===== src/rtl/osc_tune_pkg.sv =====
// Package: shared types for the oscillator tuning search controller.
// Assumes: nothing beyond IEEE 1800-2017.
package osc_tune_pkg;

    // Search phase: waiting for first count, coarse tuning, fine tuning, locked
    typedef enum logic [1:0] {
        PH_START  = 2'd0,
        PH_COARSE = 2'd1,
        PH_FINE   = 2'd2,
        PH_LOCK   = 2'd3
    } tune_phase_t;

endpackage : osc_tune_pkg


===== src/rtl/osc_tune_err.sv =====
// Module: osc_tune_err
// Computes the absolute count error against the target, the step size taken
// from it (error shifted right, minimum one tap), and the zero and "near"
// flags used by the search.
// Assumes: meas_cnt and target_cnt are unsigned counts of the same width.
module osc_tune_err #(
    parameter int CNT_W = 9,
    parameter int SHIFT = 2,
    parameter int NEAR  = 16
) (
    input  logic [CNT_W-1:0] meas_cnt,
    input  logic [CNT_W-1:0] target_cnt,
    output logic [CNT_W-1:0] step,
    output logic             err_zero,
    output logic             err_near
);

    localparam logic [CNT_W-1:0] NEAR_V = CNT_W'(NEAR);
    localparam logic [CNT_W-1:0] ONE_V  = CNT_W'(1);

    logic [CNT_W-1:0] abs_err;
    logic [CNT_W-1:0] shifted;

    // Absolute difference between measured and target counts
    always_comb begin
        if (meas_cnt >= target_cnt) abs_err = meas_cnt - target_cnt;
        else                        abs_err = target_cnt - meas_cnt;
    end

    // Step size with a floor of one tap
    always_comb begin
        shifted = abs_err >> SHIFT;
        step    = (shifted == '0) ? ONE_V : shifted;
    end

    // Classification flags
    always_comb begin
        err_zero = (abs_err == '0);
        err_near = (abs_err < NEAR_V);
    end

endmodule : osc_tune_err


===== src/rtl/osc_tune_sat.sv =====
// Module: osc_tune_sat
// Moves a tap index up or down by a step and saturates at 0 and N-1.
// Assumes: idx is already within 0..N-1.
module osc_tune_sat #(
    parameter int N      = 12,
    parameter int IDX_W  = 4,
    parameter int STEP_W = 9
) (
    input  logic [IDX_W-1:0]  idx,
    input  logic [STEP_W-1:0] step,
    input  logic              up,
    output logic [IDX_W-1:0]  idx_next
);

    localparam int EW = ((IDX_W > STEP_W) ? IDX_W : STEP_W) + 1;
    localparam logic [EW-1:0] MAX_V = EW'(N - 1);

    logic [EW-1:0] idx_e;
    logic [EW-1:0] step_e;
    logic [EW-1:0] sum_e;

    // Widen operands so the sum cannot wrap
    always_comb begin
        idx_e  = EW'(idx);
        step_e = EW'(step);
        sum_e  = idx_e + step_e;
    end

    // Saturating move in the requested direction
    always_comb begin
        if (up) begin
            idx_next = (sum_e > MAX_V) ? MAX_V[IDX_W-1:0] : sum_e[IDX_W-1:0];
        end else if (step_e > idx_e) begin
            idx_next = '0;
        end else begin
            idx_next = idx - step[IDX_W-1:0];
        end
    end

endmodule : osc_tune_sat


===== src/rtl/osc_tune_decode.sv =====
// Module: osc_tune_decode
// Turns a tap index into a one-hot select word and a thermometer of
// power-gating enables (cells 0..idx powered).
// Assumes: idx within 0..N-1.
module osc_tune_decode #(
    parameter int N     = 12,
    parameter int IDX_W = 4
) (
    input  logic [IDX_W-1:0] idx,
    output logic [N-1:0]     sel,
    output logic [N-1:0]     pwr
);

    // One comparator pair per delay cell
    for (genvar i = 0; i < N; i++) begin : g_cell
        assign sel[i] = (idx == IDX_W'(i));
        assign pwr[i] = (IDX_W'(i) <= idx);
    end

endmodule : osc_tune_decode


===== src/rtl/osc_tune_fsm.sv =====
// Module: osc_tune_fsm
// Search sequencer: sets the starting coarse tap from the first count,
// walks the coarse then the fine index by the supplied step, detects the
// handover and lock conditions, and freezes after lock.
// Assumes: step/err flags are combinational from the current measurement.
module osc_tune_fsm
    import osc_tune_pkg::*;
#(
    parameter int CNT_W    = 9,
    parameter int COARSE_N = 12,
    parameter int FINE_N   = 44,
    parameter int CIDX_W   = 4,
    parameter int FIDX_W   = 6
) (
    input  logic              clk,
    input  logic              rst_n,
    input  logic              meas_valid,
    input  logic              osc_lead,
    input  logic [CNT_W-1:0]  meas_cnt,
    input  logic [CNT_W-1:0]  step,
    input  logic              err_zero,
    input  logic              err_near,
    output logic [CIDX_W-1:0] cidx,
    output logic [FIDX_W-1:0] fidx,
    output logic              locked
);

    localparam int START_SH = CNT_W - CIDX_W;
    localparam logic [CNT_W-1:0]  C_MAX_W = CNT_W'(COARSE_N - 1);
    localparam logic [CIDX_W-1:0] C_MAX_I = CIDX_W'(COARSE_N - 1);

    tune_phase_t       phase;
    logic              prev_lead;
    logic              flip_once;
    logic              flip;
    logic [CNT_W-1:0]  start_raw;
    logic [CIDX_W-1:0] start_idx;
    logic [CIDX_W-1:0] c_moved;
    logic [FIDX_W-1:0] f_moved;

    // Candidate moves for both lines
    osc_tune_sat #(.N(COARSE_N), .IDX_W(CIDX_W), .STEP_W(CNT_W)) u_csat (
        .idx(cidx), .step(step), .up(osc_lead), .idx_next(c_moved)
    );
    osc_tune_sat #(.N(FINE_N), .IDX_W(FIDX_W), .STEP_W(CNT_W)) u_fsat (
        .idx(fidx), .step(step), .up(osc_lead), .idx_next(f_moved)
    );

    // Starting coarse tap from the first measured count, clipped
    always_comb begin
        start_raw = meas_cnt >> START_SH;
        start_idx = (start_raw > C_MAX_W) ? C_MAX_I : start_raw[CIDX_W-1:0];
    end

    // Lead/lag reversal against the previous measurement
    assign flip = (osc_lead != prev_lead);

    // Phase, index and reversal tracking
    always_ff @(posedge clk) begin
        if (!rst_n) begin
            phase     <= PH_START;
            cidx      <= '0;
            fidx      <= '0;
            prev_lead <= 1'b0;
            flip_once <= 1'b0;
        end else if (meas_valid) begin
            case (phase)
                PH_START: begin
                    cidx      <= start_idx;
                    prev_lead <= osc_lead;
                    phase     <= PH_COARSE;
                end
                PH_COARSE: begin
                    prev_lead <= osc_lead;
                    if (err_zero) begin
                        phase <= PH_LOCK;
                    end else if (flip || err_near) begin
                        phase     <= PH_FINE;
                        flip_once <= 1'b0;
                    end else begin
                        cidx <= c_moved;
                    end
                end
                PH_FINE: begin
                    prev_lead <= osc_lead;
                    if (err_zero || (flip && flip_once)) begin
                        phase <= PH_LOCK;
                    end else begin
                        fidx      <= f_moved;
                        flip_once <= flip;
                    end
                end
                default: begin
                    phase <= PH_LOCK;
                end
            endcase
        end
    end

    // Lock output
    assign locked = (phase == PH_LOCK);

endmodule : osc_tune_fsm


===== src/rtl/osc_tune_ctrl.sv =====
// Module: osc_tune_ctrl (top)
// Oscillator tuning search controller: error/step calculation, search
// sequencer and the two tap decoders.
// Assumes: one measurement per meas_valid pulse; target_cnt held steady.
module osc_tune_ctrl #(
    parameter int CNT_W    = 9,
    parameter int COARSE_N = 12,
    parameter int FINE_N   = 44,
    parameter int SHIFT    = 2,
    parameter int NEAR     = 16
) (
    input  logic                clk,
    input  logic                rst_n,
    input  logic [CNT_W-1:0]    meas_cnt,
    input  logic                meas_valid,
    input  logic                osc_lead,
    input  logic [CNT_W-1:0]    target_cnt,
    output logic [COARSE_N-1:0] coarse_sel,
    output logic [FINE_N-1:0]   fine_sel,
    output logic [COARSE_N-1:0] coarse_pwr,
    output logic [FINE_N-1:0]   fine_pwr,
    output logic                locked
);

    localparam int CIDX_W = $clog2(COARSE_N);
    localparam int FIDX_W = $clog2(FINE_N);

    logic [CNT_W-1:0]  step;
    logic              err_zero;
    logic              err_near;
    logic [CIDX_W-1:0] cidx;
    logic [FIDX_W-1:0] fidx;

    // Error and step from the current measurement
    osc_tune_err #(.CNT_W(CNT_W), .SHIFT(SHIFT), .NEAR(NEAR)) u_err (
        .meas_cnt(meas_cnt), .target_cnt(target_cnt),
        .step(step), .err_zero(err_zero), .err_near(err_near)
    );

    // Search sequencer
    osc_tune_fsm #(
        .CNT_W(CNT_W), .COARSE_N(COARSE_N), .FINE_N(FINE_N),
        .CIDX_W(CIDX_W), .FIDX_W(FIDX_W)
    ) u_fsm (
        .clk(clk), .rst_n(rst_n), .meas_valid(meas_valid),
        .osc_lead(osc_lead), .meas_cnt(meas_cnt), .step(step),
        .err_zero(err_zero), .err_near(err_near),
        .cidx(cidx), .fidx(fidx), .locked(locked)
    );

    // Coarse line decoder
    osc_tune_decode #(.N(COARSE_N), .IDX_W(CIDX_W)) u_cdec (
        .idx(cidx), .sel(coarse_sel), .pwr(coarse_pwr)
    );

    // Fine line decoder
    osc_tune_decode #(.N(FINE_N), .IDX_W(FIDX_W)) u_fdec (
        .idx(fidx), .sel(fine_sel), .pwr(fine_pwr)
    );

endmodule : osc_tune_ctrl


===== config.mk =====
export PLATFORM = sky130hd
export DESIGN_NAME = osc_tune_ctrl
export DESIGN_NICKNAME = d
export VERILOG_FILES = /design/src/rtl/osc_tune_pkg.sv /design/src/rtl/osc_tune_err.sv /design/src/rtl/osc_tune_sat.sv /design/src/rtl/osc_tune_decode.sv /design/src/rtl/osc_tune_fsm.sv /design/src/rtl/osc_tune_ctrl.sv
export SDC_FILE = /design/constraint.sdc
export NUM_CORES = 1
export LEC_CHECK = 0
export ABC_AREA = 1
export BUFFER_PORTS_ARGS = -buffer_cell sky130_fd_sc_hd__buf_2
export CORE_ASPECT_RATIO = 1.2
export CORE_MARGIN = 2
export CORE_UTILIZATION = 35
export CTS_BUF_LIST = sky130_fd_sc_hd__clkbuf_8
export DETAILED_ROUTE_END_ITERATION = 8
export PLACE_DENSITY = 0.61
export SETUP_SLACK_MARGIN = 0.2
export SKIP_LAST_GASP = 1
export SLEW_MARGIN = 15
export SYNTH_ARGS = -nofsm -noshare
export SYNTH_HDL_FRONTEND = slang
export SYNTH_SLANG_ARGS = --single-unit

===== constraint.sdc =====
create_clock -name clk -period 6.7 [get_ports clk]
set_input_delay 1.675 -clock clk [delete_from_list [all_inputs] [get_ports clk]]
set_output_delay 1.675 -clock clk [all_outputs]
set_load 0.01 [all_outputs]

== Word level (Yosys, flattened, before mapping) ==
Cells that the tools add are included.

* Flip-flop bits (word level): 14
* Input port bits: 22
* Output and inout port bits: 113

* Add/sub/neg operators: 6
* Magnitude comparators: 63
* Equal/unequal tests: 64
* Multiplexer cells: 20
* Bitwise logic cells: 1
* Reductions and logical operators: 16

{| class="wikitable"
|+ Operators by type and width
! cell !! count
|-
| 6-bit by 5-bit equality test with 1-bit output (second input constant) || 16
|-
| 5-bit by 6-bit <= comparator with 1-bit output (first input constant) || 16
|-
| 6-bit equality test (second input constant) || 12
|-
| 6-bit <= comparator (first input constant) || 12
|-
| 6-bit by 4-bit equality test with 1-bit output (second input constant) || 8
|-
| 4-bit by 6-bit <= comparator with 1-bit output (first input constant) || 8
|-
| 6-bit by 3-bit equality test with 1-bit output (second input constant) || 4
|-
| 3-bit by 6-bit <= comparator with 1-bit output (first input constant) || 4
|-
| 4-bit two-way mux || 6
|-
| 9-bit zero test || 2
|-
| 6-bit two-way mux || 3
|-
| 9-bit subtractor || 2
|-
| 4-bit by 3-bit equality test with 1-bit output (second input constant) || 4
|-
| 4-bit equality test (second input constant) || 4
|-
| 3-bit by 4-bit <= comparator with 1-bit output (first input constant) || 4
|-
| 4-bit <= comparator (first input constant) || 4
|-
| 6-bit by 2-bit equality test with 1-bit output (second input constant) || 2
|-
| 1-bit by 6-bit <= comparator with 1-bit output (first input constant) || 2
|-
| 2-bit by 6-bit <= comparator with 1-bit output (first input constant) || 2
|-
| 10-bit by 4-bit > comparator with 1-bit output (second input constant) || 1
|-
| 10-bit by 6-bit > comparator with 1-bit output (second input constant) || 1
|-
| 9-bit greater-or-equal comparator || 1
|-
| 9-bit by 5-bit less-than comparator with 1-bit output (second input constant) || 1
|-
| 9-bit two-way mux || 1
|-
| other kinds (36) || 50
|}

== Depth between registers and ports, before layout ==
Gate-level depths: netlist (run 1).

* Depth after elaboration: 11
* Depth in mapped cells: 32
* Depth with buffers taken out: 31

== Hierarchy ==
From an unflattened synthesis (run 1), not the netlist that was laid out.

* Cells, all modules: 784
* Area total of the unflattened synthesis: 4,388.0 µm²

{| class="wikitable"
|+ By module, submodules not included
! module !! instances !! cells each !! area an instance (µm²) !! sequential area each (µm²)
|-
| osc_tune_err || 1 || 216 || 1,181.1 || 0.0
|-
| osc_tune_sat (u_fsm.u_fsat) || 1 || 152 || 898.4 || 0.0
|-
| osc_tune_decode (u_fdec) || 1 || 171 || 838.3 || 0.0
|-
| osc_tune_fsm || 1 || 115 || 772.0 || 280.3
|-
| osc_tune_sat (u_fsm.u_csat) || 1 || 89 || 525.5 || 0.0
|-
| osc_tune_decode (u_cdec) || 1 || 41 || 172.7 || 0.0
|}

== Worst setup path after synthesis (run 1) ==
OpenSTA, ideal clock, no wires.

* Path kind: input-to-reg
* Start: input port meas_cnt[0]
* End: register u_fsm.fidx[0]
* Data arrival time: 5,083 ps
* Data required time: 6,584 ps
* Setup slack: 1,501 ps
* Cell stages on the path: 27
* Path buffers: 0
* Path through: inv_1 ha_1 fa_1 inv_1 nand3_1 nand3_1 nand2_1 nand3_1 nand2_1 nand2_1 nand2_2 inv_1 nand3_2 o21ai_0 ha_1 fa_1 a21oi_1 o21bai_1 nand2_1 inv_1 nand2_1 nand2_1 nand2_1 nor2_1 a21oi_1 nor2_1 a21oi_2

* Cells in the longest elaborated chain, start to end: 8
* Elaborated cells on any way between the ends: 17
* Classes of those cells: 4 x add/sub; 3 x order compare; 5 x mux; 1 x bitwise; 4 x reduce/logical

{| class="wikitable"
|+ RTL lines
! element !! RTL line !! source
|-
| start: declaration || osc_tune_ctrl.sv:14 || <nowiki>input logic [CNT_W-1:0] meas_cnt,</nowiki>
|-
| 9-bit subtractor, or another cell as far along || osc_tune_err.sv:27 || <nowiki>else abs_err = target_cnt - meas_cnt;</nowiki>
|-
| 9-bit two-way mux (*) || osc_tune_err.sv:26 || <nowiki>if (meas_cnt >= target_cnt) abs_err = meas_cnt - target_cnt;</nowiki>
|-
| 9-bit zero test || osc_tune_err.sv:33 || <nowiki>step = (shifted == '0) ? ONE_V : shifted;</nowiki>
|-
| 7-bit two-way mux || osc_tune_err.sv:33 ||
|-
| 6-bit by 7-bit adder with 8-bit output || osc_tune_sat.sv:26 || <nowiki>sum_e = idx_e + step_e;</nowiki>
|-
| 10-bit by 6-bit > comparator with 1-bit output || osc_tune_sat.sv:32 || <nowiki>idx_next = (sum_e > MAX_V) ? MAX_V[IDX_W-1:0] : sum_e[IDX_W-1:0];</nowiki>
|-
| 6-bit two-way mux || osc_tune_sat.sv:32 ||
|-
| 6-bit two-way mux || osc_tune_sat.sv:31 || <nowiki>if (up) begin</nowiki>
|-
| end signal: assignment || osc_tune_fsm.sv:89 || <nowiki>fidx <= f_moved;</nowiki>
|-
| end: declaration || osc_tune_fsm.sv:24 || <nowiki>output logic [FIDX_W-1:0] fidx,</nowiki>
|}

Mark *: on every way between the ends. The rest lies on a longest branch, timed or not.
A chain may end at the register's enable or synchronous reset.

== Worst setup path in the final report (run 1) ==
* Start: input port meas_cnt[0]
* End: register u_fsm.fidx[4]

The elaborated chain is that of the path after synthesis.

==> results of run 1 <==
==> cell type report <==
class | count | area, um^2
multi-input cells | 546 | 2930
well taps | 129 | 161
repair buffers | 134 | 676
inverters | 129 | 484
clock buffers | 4 | 55.1
fillers | 1256 | 5980
flip-flops and latches | 14 | 280
==> power breakdown <==
group,internal (W),leakage (nW),switching (W)
sequential,0.0000903,0.115,0.0000142
combinational,0.000181,2.81,0.000338
clock,0.0000522,0.0288,0.0000378
==> sequential cells by signal, indices dropped and copies added, names as in the netlist <==
register and cells:
u_fsm.prev_lead 1, u_fsm.phase 2, u_fsm.flip_once 1, u_fsm.fidx 6, u_fsm.cidx 4
==> cells in the final DEF (no fill, tap or decap), types with 4 or more instances in the layout <==
cell,netlist,routed
sky130_fd_sc_hd__nand2_1,188,188
sky130_fd_sc_hd__nor2_1,145,145
sky130_fd_sc_hd__buf_2,1,132
sky130_fd_sc_hd__inv_1,127,127
sky130_fd_sc_hd__ha_1,47,47
sky130_fd_sc_hd__a21oi_1,35,35
sky130_fd_sc_hd__nand3_1,34,34
sky130_fd_sc_hd__o21ai_0,29,29
sky130_fd_sc_hd__dfxtp_1,14,14
sky130_fd_sc_hd__nand2_2,12,12
sky130_fd_sc_hd__xor2_1,9,9
sky130_fd_sc_hd__a21oi_2,7,7
sky130_fd_sc_hd__fa_1,6,6
sky130_fd_sc_hd__nand3_2,4,4
sky130_fd_sc_hd__nor4_1,4,4
sky130_fd_sc_hd__clkbuf_8,0,4
==> worst reg2reg max path: stages (launching register included) <==
cell                      delay [ns]
sky130_fd_sc_hd__dfxtp_1        0.56
sky130_fd_sc_hd__inv_1          0.22
sky130_fd_sc_hd__ha_1           0.48
sky130_fd_sc_hd__inv_1          0.12
sky130_fd_sc_hd__nand2_1        0.07
sky130_fd_sc_hd__inv_1          0.04
sky130_fd_sc_hd__nand2_1        0.05
sky130_fd_sc_hd__nand3_1        0.08
sky130_fd_sc_hd__xor2_1         0.17
sky130_fd_sc_hd__nand2_1        0.07
sky130_fd_sc_hd__o21ai_0        0.10
sky130_fd_sc_hd__nand2_1        0.08
sky130_fd_sc_hd__nand2_1        0.05
sky130_fd_sc_hd__nor2_1         0.32
sky130_fd_sc_hd__nand2_1        0.09
sky130_fd_sc_hd__nor2_1         0.10
sky130_fd_sc_hd__nor2_1         0.07
sky130_fd_sc_hd__a21oi_2        0.12
==> metrics by stage <==
step / utilization, % / hold slack (ns) / instances
6_report: 43.4 / 0.500 / 956
5_1_grt: 43.4 / 0.557 / 956
4_1_cts: 43.4 / 0.505 / 956
3_5_place_dp: 42.9 / 0.491 / 952
3_3_place_gp: 42.9 / 0.478 / 952
2_1_floorplan: - / 0.455 / 709
==> cells in the mapped netlist, types with 7 or more instances <==
master,number,area share (%)
sky130_fd_sc_hd__nand2_1,188,19
sky130_fd_sc_hd__nor2_1,145,14
sky130_fd_sc_hd__inv_1,127,13
sky130_fd_sc_hd__ha_1,47,15
sky130_fd_sc_hd__a21oi_1,35,4.6
sky130_fd_sc_hd__nand3_1,34,4.5
sky130_fd_sc_hd__o21ai_0,29,3.8
sky130_fd_sc_hd__clkbuf_1,14,1.4
sky130_fd_sc_hd__dfxtp_1,14,7.4
sky130_fd_sc_hd__nand2_2,12,2.0
sky130_fd_sc_hd__xor2_1,9,2.1
sky130_fd_sc_hd__a21oi_2,7,1.6
==> layer usage <==
layer	vias to the layer above	wire length [um]	GRT usage, %
li1	2381	-	-
met3	23	609	1.90
met4	0	331	6.42
met1	1969	4890	21.3
met2	133	6290	39.7
met5	-	0	0
==> cells by family after synthesis <==
logic type,after synthesis,share of synthesized area (%)
adders and majority gates,53,18.6
DFF,14,7.38
buffers and inverters,149,15.6
and+or+nand+nor,401,44.1
AOI/OAI and AO/OA,78,11.5
other,1,0.0988
xor gates and xnor gates,12,2.77
==> worst max-delay path by stage <==
stage	to	depth (start not counted)
after floorplan	u_fsm.fidx[0]	27
after global placement	u_fsm.fidx[2]	30
after detailed placement	u_fsm.fidx[4]	32
after CTS	u_fsm.fidx[4]	32
after global routing	u_fsm.fidx[4]	32
final	u_fsm.fidx[4]	32
==> metrics.txt, run 1 <==
# TYPE chip_impl_metric gauge
chip_impl_info{name="timing.setup.critical_path_class",value="primary input to register"} 1
chip_impl_metric{name="clk_transition_reported_paths",unit="ns"} 0.07
chip_impl_metric{name="syn_to_final_growth",unit="%"} 20.8
chip_impl_metric{name="synth.distinct_cells",unit=""} 33
chip_impl_metric{name="worstMarginPinSlew",unit="ns"} 0.591
chip_impl_metric{name="instance_area_after_placement",unit="um^2"} 4530
chip_impl_metric{name="coreArea",unit="um^2"} 10600
chip_impl_metric{name="finalMaxSlewViolations",unit=""} 0
chip_impl_metric{name="antennaDiodeCount",unit=""} 0
chip_impl_metric{name="timing.hold.worst_path_depth",unit=""} 2
chip_impl_metric{name="max_clock_skew",unit="ns"} 0.00596
chip_impl_metric{name="drtAntennaViolNets",unit=""} 0
chip_impl_metric{name="die_area",unit="um^2"} 11700
chip_impl_metric{name="clock_sink_count",unit=""} 14
chip_impl_metric{name="cpPeakStageDelay",unit="ns"} 0.40
chip_impl_info{name="unrepaired_setup_endpoints_after_global_routing",value="no"} 1
chip_impl_info{name="crit_path_top_delay_cell",value="sky130_fd_sc_hd__fa_1"} 1
chip_impl_metric{name="ys_seq_elements",unit=""} 14
chip_impl_metric{name="total_clock_buffers_created_by_cts",unit=""} 3
chip_impl_info{name="clock_tree.root_cell",value="sky130_fd_sc_hd__clkbuf_8"} 1
chip_impl_metric{name="final.setup.worst_slack",unit="ns"} 1.27
chip_impl_metric{name="crit_buf_inv",unit=""} 6
chip_impl_metric{name="clock_latency",unit="ns"} 0.25
chip_impl_metric{name="slew-limit-headroom",unit="%"} 60.5
chip_impl_info{name="hp-start",value="u_fsm.flip_once"} 1
chip_impl_metric{name="drt_first_pass_iters",unit=""} 4
chip_impl_metric{name="maximum_buffer_depth_of_the_clock_tree",unit=""} 2
chip_impl_metric{name="power_density",unit="nW/um^2"} 156
chip_impl_metric{name="synth-async-reset-ratio",unit="%"} 0
chip_impl_metric{name="synthesis.yosys.warnings",unit=""} 0
chip_impl_metric{name="dr.first_iter.drc_count",unit=""} 173
chip_impl_metric{name="routed_via_density",unit=""} 4.71
chip_impl_metric{name="syn_area",unit="um^2"} 3800
chip_impl_metric{name="post_syn_area_per_cell",unit="um^2"} 5.36
chip_impl_metric{name="number_of_hold_violations_in_the_final_report",unit=""} 0
chip_impl_metric{name="vias",unit=""} 4506
chip_impl_metric{name="worst-path-max-fanout",unit=""} 7
chip_impl_metric{name="tns",unit="ns"} 0
chip_impl_metric{name="cp_data_arrival_time",unit="ns"} 5.62
chip_impl_metric{name="drv_cap",unit=""} 0
chip_impl_info{name="hold_path_class",value="register to register"} 1
chip_impl_info{name="cts_tree",value="built"} 1
chip_impl_metric{name="cts_hold_buf",unit=""} 0
chip_impl_info{name="whs_endpoint",value="u_fsm.flip_once"} 1
chip_impl_metric{name="wl_per_cell",unit="um"} 12.7
chip_impl_metric{name="num-nets-final",unit=""} 903
chip_impl_metric{name="floorplan.io_pins",unit=""} 135
chip_impl_metric{name="drc",unit=""} 0
chip_impl_metric{name="design_area",unit="um^2"} 4590
chip_impl_metric{name="synthesis.instances",unit=""} 708
chip_impl_metric{name="post_cts_resized",unit=""} 0
chip_impl_info{name="status",value="finished, final reports clean"} 1
chip_impl_metric{name="timing.fmax",unit="MHz"} 184
chip_impl_metric{name="htreeDepth",unit=""} 1
chip_impl_metric{name="critPathRequiredTime",unit="ns"} 6.89
chip_impl_info{name="worstReg2RegEnd",value="u_fsm.fidx[4]"} 1
chip_impl_metric{name="fin_crit_sh",unit="%"} 81.1
chip_impl_metric{name="antenna_found_initial",unit=""} 0
chip_impl_metric{name="seq_area_frac_synth",unit="%"} 7.38
chip_impl_metric{name="globalRouteTotalUtil",unit="%"} 20.0
chip_impl_metric{name="p_leak",unit="nW"} 2.96
chip_impl_metric{name="post-place-ws",unit="ns"} 1.07
chip_impl_metric{name="io_buffer_count",unit=""} 132
chip_impl_metric{name="drive_gt1_share",unit="%"} 20.2
chip_impl_metric{name="worst_r2r_path_depth",unit=""} 17
chip_impl_metric{name="grt_start_max_net_pins",unit=""} 16
chip_impl_info{name="critical_path.startpoint",value="meas_cnt[0]"} 1
chip_impl_info{name="launch_point_of_the_worst_reg_to_reg_path",value="u_fsm.fidx[2]"} 1
chip_impl_metric{name="layout_min_cycle_time",unit="ns"} 5.43
chip_impl_metric{name="routed_wirelength",unit="mm"} 12.1
chip_impl_metric{name="die-height",unit="um"} 118
chip_impl_metric{name="grt_first_pass_wirelength",unit="mm"} 19.5
chip_impl_metric{name="worst_ir_drop_vdd",unit="V"} 0.0000850
chip_impl_metric{name="power.total",unit="W"} 0.000714
chip_impl_metric{name="gpl.final_weighted_congestion",unit=""} 0.948
chip_impl_metric{name="register_to_register_setup_slack",unit="ns"} 3.84
chip_impl_info{name="yosys_most_used_dff",value="sky130_fd_sc_hd__dfxtp_1"} 1
chip_impl_metric{name="die-width",unit="um"} 99.1
chip_impl_metric{name="start_util",unit="%"} 35.9
chip_impl_metric{name="cts.repair_timing.setup_buffer_count",unit=""} 0
chip_impl_info{name="cpMostUsedCell",value="sky130_fd_sc_hd__nand2_1"} 1
chip_impl_metric{name="placementRows",unit=""} 41
chip_impl_metric{name="finalSetupViolCount",unit=""} 0
chip_impl_info{name="crit_family",value="simple AND/OR/NAND/NOR gates"} 1
chip_impl_metric{name="hpwl",unit="mm"} 10.1
chip_impl_metric{name="grt.overflow.total",unit=""} 0
chip_impl_metric{name="synth_edf_count",unit=""} 0
chip_impl_info{name="critPathLaunchType",value="primary input"} 1
chip_impl_info{name="category_of_the_worst_setup_path_capture_point",value="register"} 1
chip_impl_metric{name="first_global_vias",unit=""} 4188
Note: power is estimated with default switching activity, not from simulation.
==> run 2, diff against run 1 <==
Settings changed: PLACE_DENSITY 0.61 to 0.63.
Clock period 6.7 ns to 4.7 ns, I/O delays scaled along.
==> run 2 against run 1 <==
Clock skew increased by 0.0013 ns. Register-to-register slack got worse by 1.7 ns. Setup slack got worse by 0.83 ns. Critical path depth decreased by 4. Cell area increased by 11%. Sequential share of layout area decreased by 0.63 points. Utilization increased by 5.0 points. Non-clock buffer count increased by 38. Sequential power increased by 44%. Power increased by 59%. Final cell count increased by 4.0%. First-iteration DRC count increased by 26%. Largest power group unchanged.
==> metrics.txt, run 2 (synthesized netlist as in run 1, its figures left out) <==
# TYPE chip_impl_metric gauge
chip_impl_metric{name="antenna_found_initial",unit=""} 0
chip_impl_metric{name="max_clock_skew",unit="ns"} 0.00727
chip_impl_metric{name="number_of_hold_violations_in_the_final_report",unit=""} 0
chip_impl_metric{name="coreArea",unit="um^2"} 10600
chip_impl_metric{name="die-width",unit="um"} 99.1
chip_impl_metric{name="clock_latency",unit="ns"} 0.26
chip_impl_info{name="commonest_non_fill_non_tap_cell_in_the_layout",value="sky130_fd_sc_hd__nand2_1"} 1
chip_impl_metric{name="gpl.final_weighted_congestion",unit=""} 0.906
chip_impl_metric{name="clk_transition_reported_paths",unit="ns"} 0.06
chip_impl_metric{name="design_area",unit="um^2"} 5110
chip_impl_metric{name="p_leak",unit="nW"} 3.15
chip_impl_metric{name="vias",unit=""} 4685
chip_impl_info{name="critPathLaunchType",value="primary input"} 1
chip_impl_metric{name="globalRouteTotalUtil",unit="%"} 20.0
chip_impl_metric{name="place.detailed.instances",unit=""} 981
chip_impl_metric{name="drive_gt1_share",unit="%"} 28.9
chip_impl_metric{name="drc",unit=""} 0
chip_impl_metric{name="route.met3.wl",unit="um"} 532
chip_impl_metric{name="grt_first_pass_wirelength",unit="mm"} 19.7
chip_impl_metric{name="hpwl",unit="mm"} 10.4
chip_impl_metric{name="drtAntennaViolNets",unit=""} 0
chip_impl_metric{name="worst_ir_drop_vdd",unit="V"} 0.000100
chip_impl_info{name="unrepaired_setup_endpoints_after_global_routing",value="no"} 1
chip_impl_info{name="clock_tree.root_cell",value="sky130_fd_sc_hd__clkbuf_8"} 1
chip_impl_metric{name="syn_to_final_growth",unit="%"} 34.7
chip_impl_metric{name="worst-path-max-fanout",unit=""} 5
chip_impl_metric{name="die_area",unit="um^2"} 11700
chip_impl_metric{name="instance_area_after_placement",unit="um^2"} 4750
chip_impl_metric{name="floorplan.io_pins",unit=""} 135
chip_impl_metric{name="worstMarginPinSlew",unit="ns"} 0.625
chip_impl_metric{name="placementRows",unit=""} 41
chip_impl_metric{name="critPathRequiredTime",unit="ns"} 4.89
chip_impl_info{name="largest-register",value="u_fsm.fidx"} 1
chip_impl_metric{name="die-height",unit="um"} 118
chip_impl_metric{name="routed-wl-met2",unit="mm"} 6.48
chip_impl_metric{name="maximum_buffer_depth_of_the_clock_tree",unit=""} 2
chip_impl_info{name="highest_layer",value="met4"} 1
chip_impl_info{name="timing.setup.critical_path_class",value="primary input to register"} 1
chip_impl_metric{name="io_buffer_count",unit=""} 132
chip_impl_metric{name="slew-limit-headroom",unit="%"} 58.3
chip_impl_metric{name="power_density",unit="nW/um^2"} 222
chip_impl_metric{name="clock_sink_count",unit=""} 14
chip_impl_metric{name="routed_wirelength",unit="mm"} 12.4
chip_impl_metric{name="antennaDiodeCount",unit=""} 0
chip_impl_metric{name="total_clock_buffers_created_by_cts",unit=""} 3
chip_impl_info{name="mostFrequentLayoutCells",value="175 x sky130_fd_sc_hd__nand2_1, 140 x sky130_fd_sc_hd__nor2_1, 132 x sky130_fd_sc_hd__buf_2"} 1
chip_impl_info{name="status",value="finished, final reports clean"} 1
chip_impl_metric{name="finalMaxSlewViolations",unit=""} 0
chip_impl_metric{name="drv_cap",unit=""} 0
chip_impl_metric{name="register_to_register_setup_slack",unit="ns"} 2.15
chip_impl_metric{name="post-place-ws",unit="ns"} -0.0282
chip_impl_metric{name="drt_first_pass_iters",unit=""} 4
chip_impl_info{name="hold_path_class",value="register to register"} 1
chip_impl_metric{name="fin_cells",unit=""} 994
chip_impl_metric{name="finalSetupViolCount",unit=""} 0
chip_impl_metric{name="tns",unit="ns"} 0
chip_impl_metric{name="largest_register_ff_count",unit=""} 6
chip_impl_metric{name="dr.first_iter.drc_count",unit=""} 218
chip_impl_metric{name="grt_start_max_net_pins",unit=""} 16
chip_impl_metric{name="route.layer.met1.wl",unit="mm"} 5.06
chip_impl_metric{name="routed_via_density",unit=""} 4.71
chip_impl_metric{name="start_util",unit="%"} 35.9
chip_impl_info{name="cts_tree",value="built"} 1
chip_impl_info{name="category_of_the_worst_setup_path_capture_point",value="register"} 1
chip_impl_info{name="biggestRegsByFlops",value="u_fsm.fidx: 6 flops, u_fsm.cidx: 4 flops, u_fsm.phase: 2 flops"} 1
chip_impl_metric{name="grt.overflow.total",unit=""} 0
chip_impl_metric{name="timing.fmax",unit="MHz"} 235
chip_impl_metric{name="power.total",unit="W"} 0.00114
chip_impl_metric{name="layout_min_cycle_time",unit="ns"} 4.26
chip_impl_metric{name="num-nets-final",unit=""} 941
chip_impl_metric{name="first_global_vias",unit=""} 4314
chip_impl_metric{name="cp_data_arrival_time",unit="ns"} 4.45
chip_impl_metric{name="fillers",unit=""} 1230
chip_impl_metric{name="final.setup.worst_slack",unit="ns"} 0.438
chip_impl_metric{name="htreeDepth",unit=""} 1
chip_impl_metric{name="fin_crit_sh",unit="%"} 90.7
chip_impl_metric{name="wl_per_cell",unit="um"} 12.5
-- run 2: where the power goes --
group	leakage, nW	internal, W	switching (W)
combinational	3.01	0.000343	0.000519
sequential	0.115	0.000129	0.0000208
clock	0.0288	0.0000744	0.0000505
total	3.15	0.000546	0.000590
-- run 2: final cells by class --
cell class	instances	area, um^2	share of cell area, %
Multi-Input combinational cell	546	3170	62.0
Tap cell	129	161	3.16
Sequential cell	14	280	5.48
Inverter	129	484	9.47
Clock buffer	4	55.1	1.08
Timing Repair Buffer	172	961	18.8
-- run 2: worst paths after layout --
check                                        to  cells after the start             from
worst min register to register  u_fsm.flip_once                      2  u_fsm.flip_once
worst max-delay path              u_fsm.fidx[2]                     28      meas_cnt[0]
worst max register to register    u_fsm.fidx[2]                     17    u_fsm.fidx[2]
worst min-delay path            u_fsm.flip_once                      2  u_fsm.flip_once
-- run 2: metal layers --
metal / vias up / global-route usage (%)
li1: 2467 / -
met1: 2071 / 21.8
met2: 123 / 39.9
met3: 24 / 1.66
met4: 0 / 5.48
met5: - / 0
-- run 2: critical path: stages --
cell	delay (ns)
sky130_fd_sc_hd__buf_2	0.09
sky130_fd_sc_hd__inv_1	0.04
sky130_fd_sc_hd__ha_2	0.19
sky130_fd_sc_hd__fa_2	0.40
sky130_fd_sc_hd__inv_2	0.07
sky130_fd_sc_hd__buf_4	0.10
sky130_fd_sc_hd__nand2_1	0.06
sky130_fd_sc_hd__nand4_1	0.07
sky130_fd_sc_hd__nand2_1	0.09
sky130_fd_sc_hd__nand2_2	0.11
sky130_fd_sc_hd__nand2_4	0.06
sky130_fd_sc_hd__nor2_2	0.10
sky130_fd_sc_hd__nand3_2	0.12
sky130_fd_sc_hd__o21ai_4	0.23
sky130_fd_sc_hd__ha_4	0.17
sky130_fd_sc_hd__fa_2	0.20
sky130_fd_sc_hd__a21oi_2	0.05
sky130_fd_sc_hd__o21bai_1	0.17
sky130_fd_sc_hd__nand2_1	0.09
sky130_fd_sc_hd__inv_2	0.08
sky130_fd_sc_hd__o21ai_0	0.09
sky130_fd_sc_hd__nand2_1	0.09
sky130_fd_sc_hd__nand2_2	0.07
sky130_fd_sc_hd__nor2_4	0.16
sky130_fd_sc_hd__nand2_1	0.06
sky130_fd_sc_hd__nor2_1	0.09
sky130_fd_sc_hd__nor2_1	0.06
sky130_fd_sc_hd__a21oi_2	0.13
-- run 2: stage by stage --
stage	util, %	hold slack [ns]
floorplan	-	0.455
global placement	45.0	0.485
detailed placement	45.0	0.492
CTS	45.5	0.502
global route	48.4	0.525
finish	48.4	0.502
-- run 2: repair_timing --
item | in CTS | in global routing
hold buffers | 0 | 0
resized for setup | 0 | 54
setup endpoints to repair | 0 | 10
setup buffers | 0 | 9
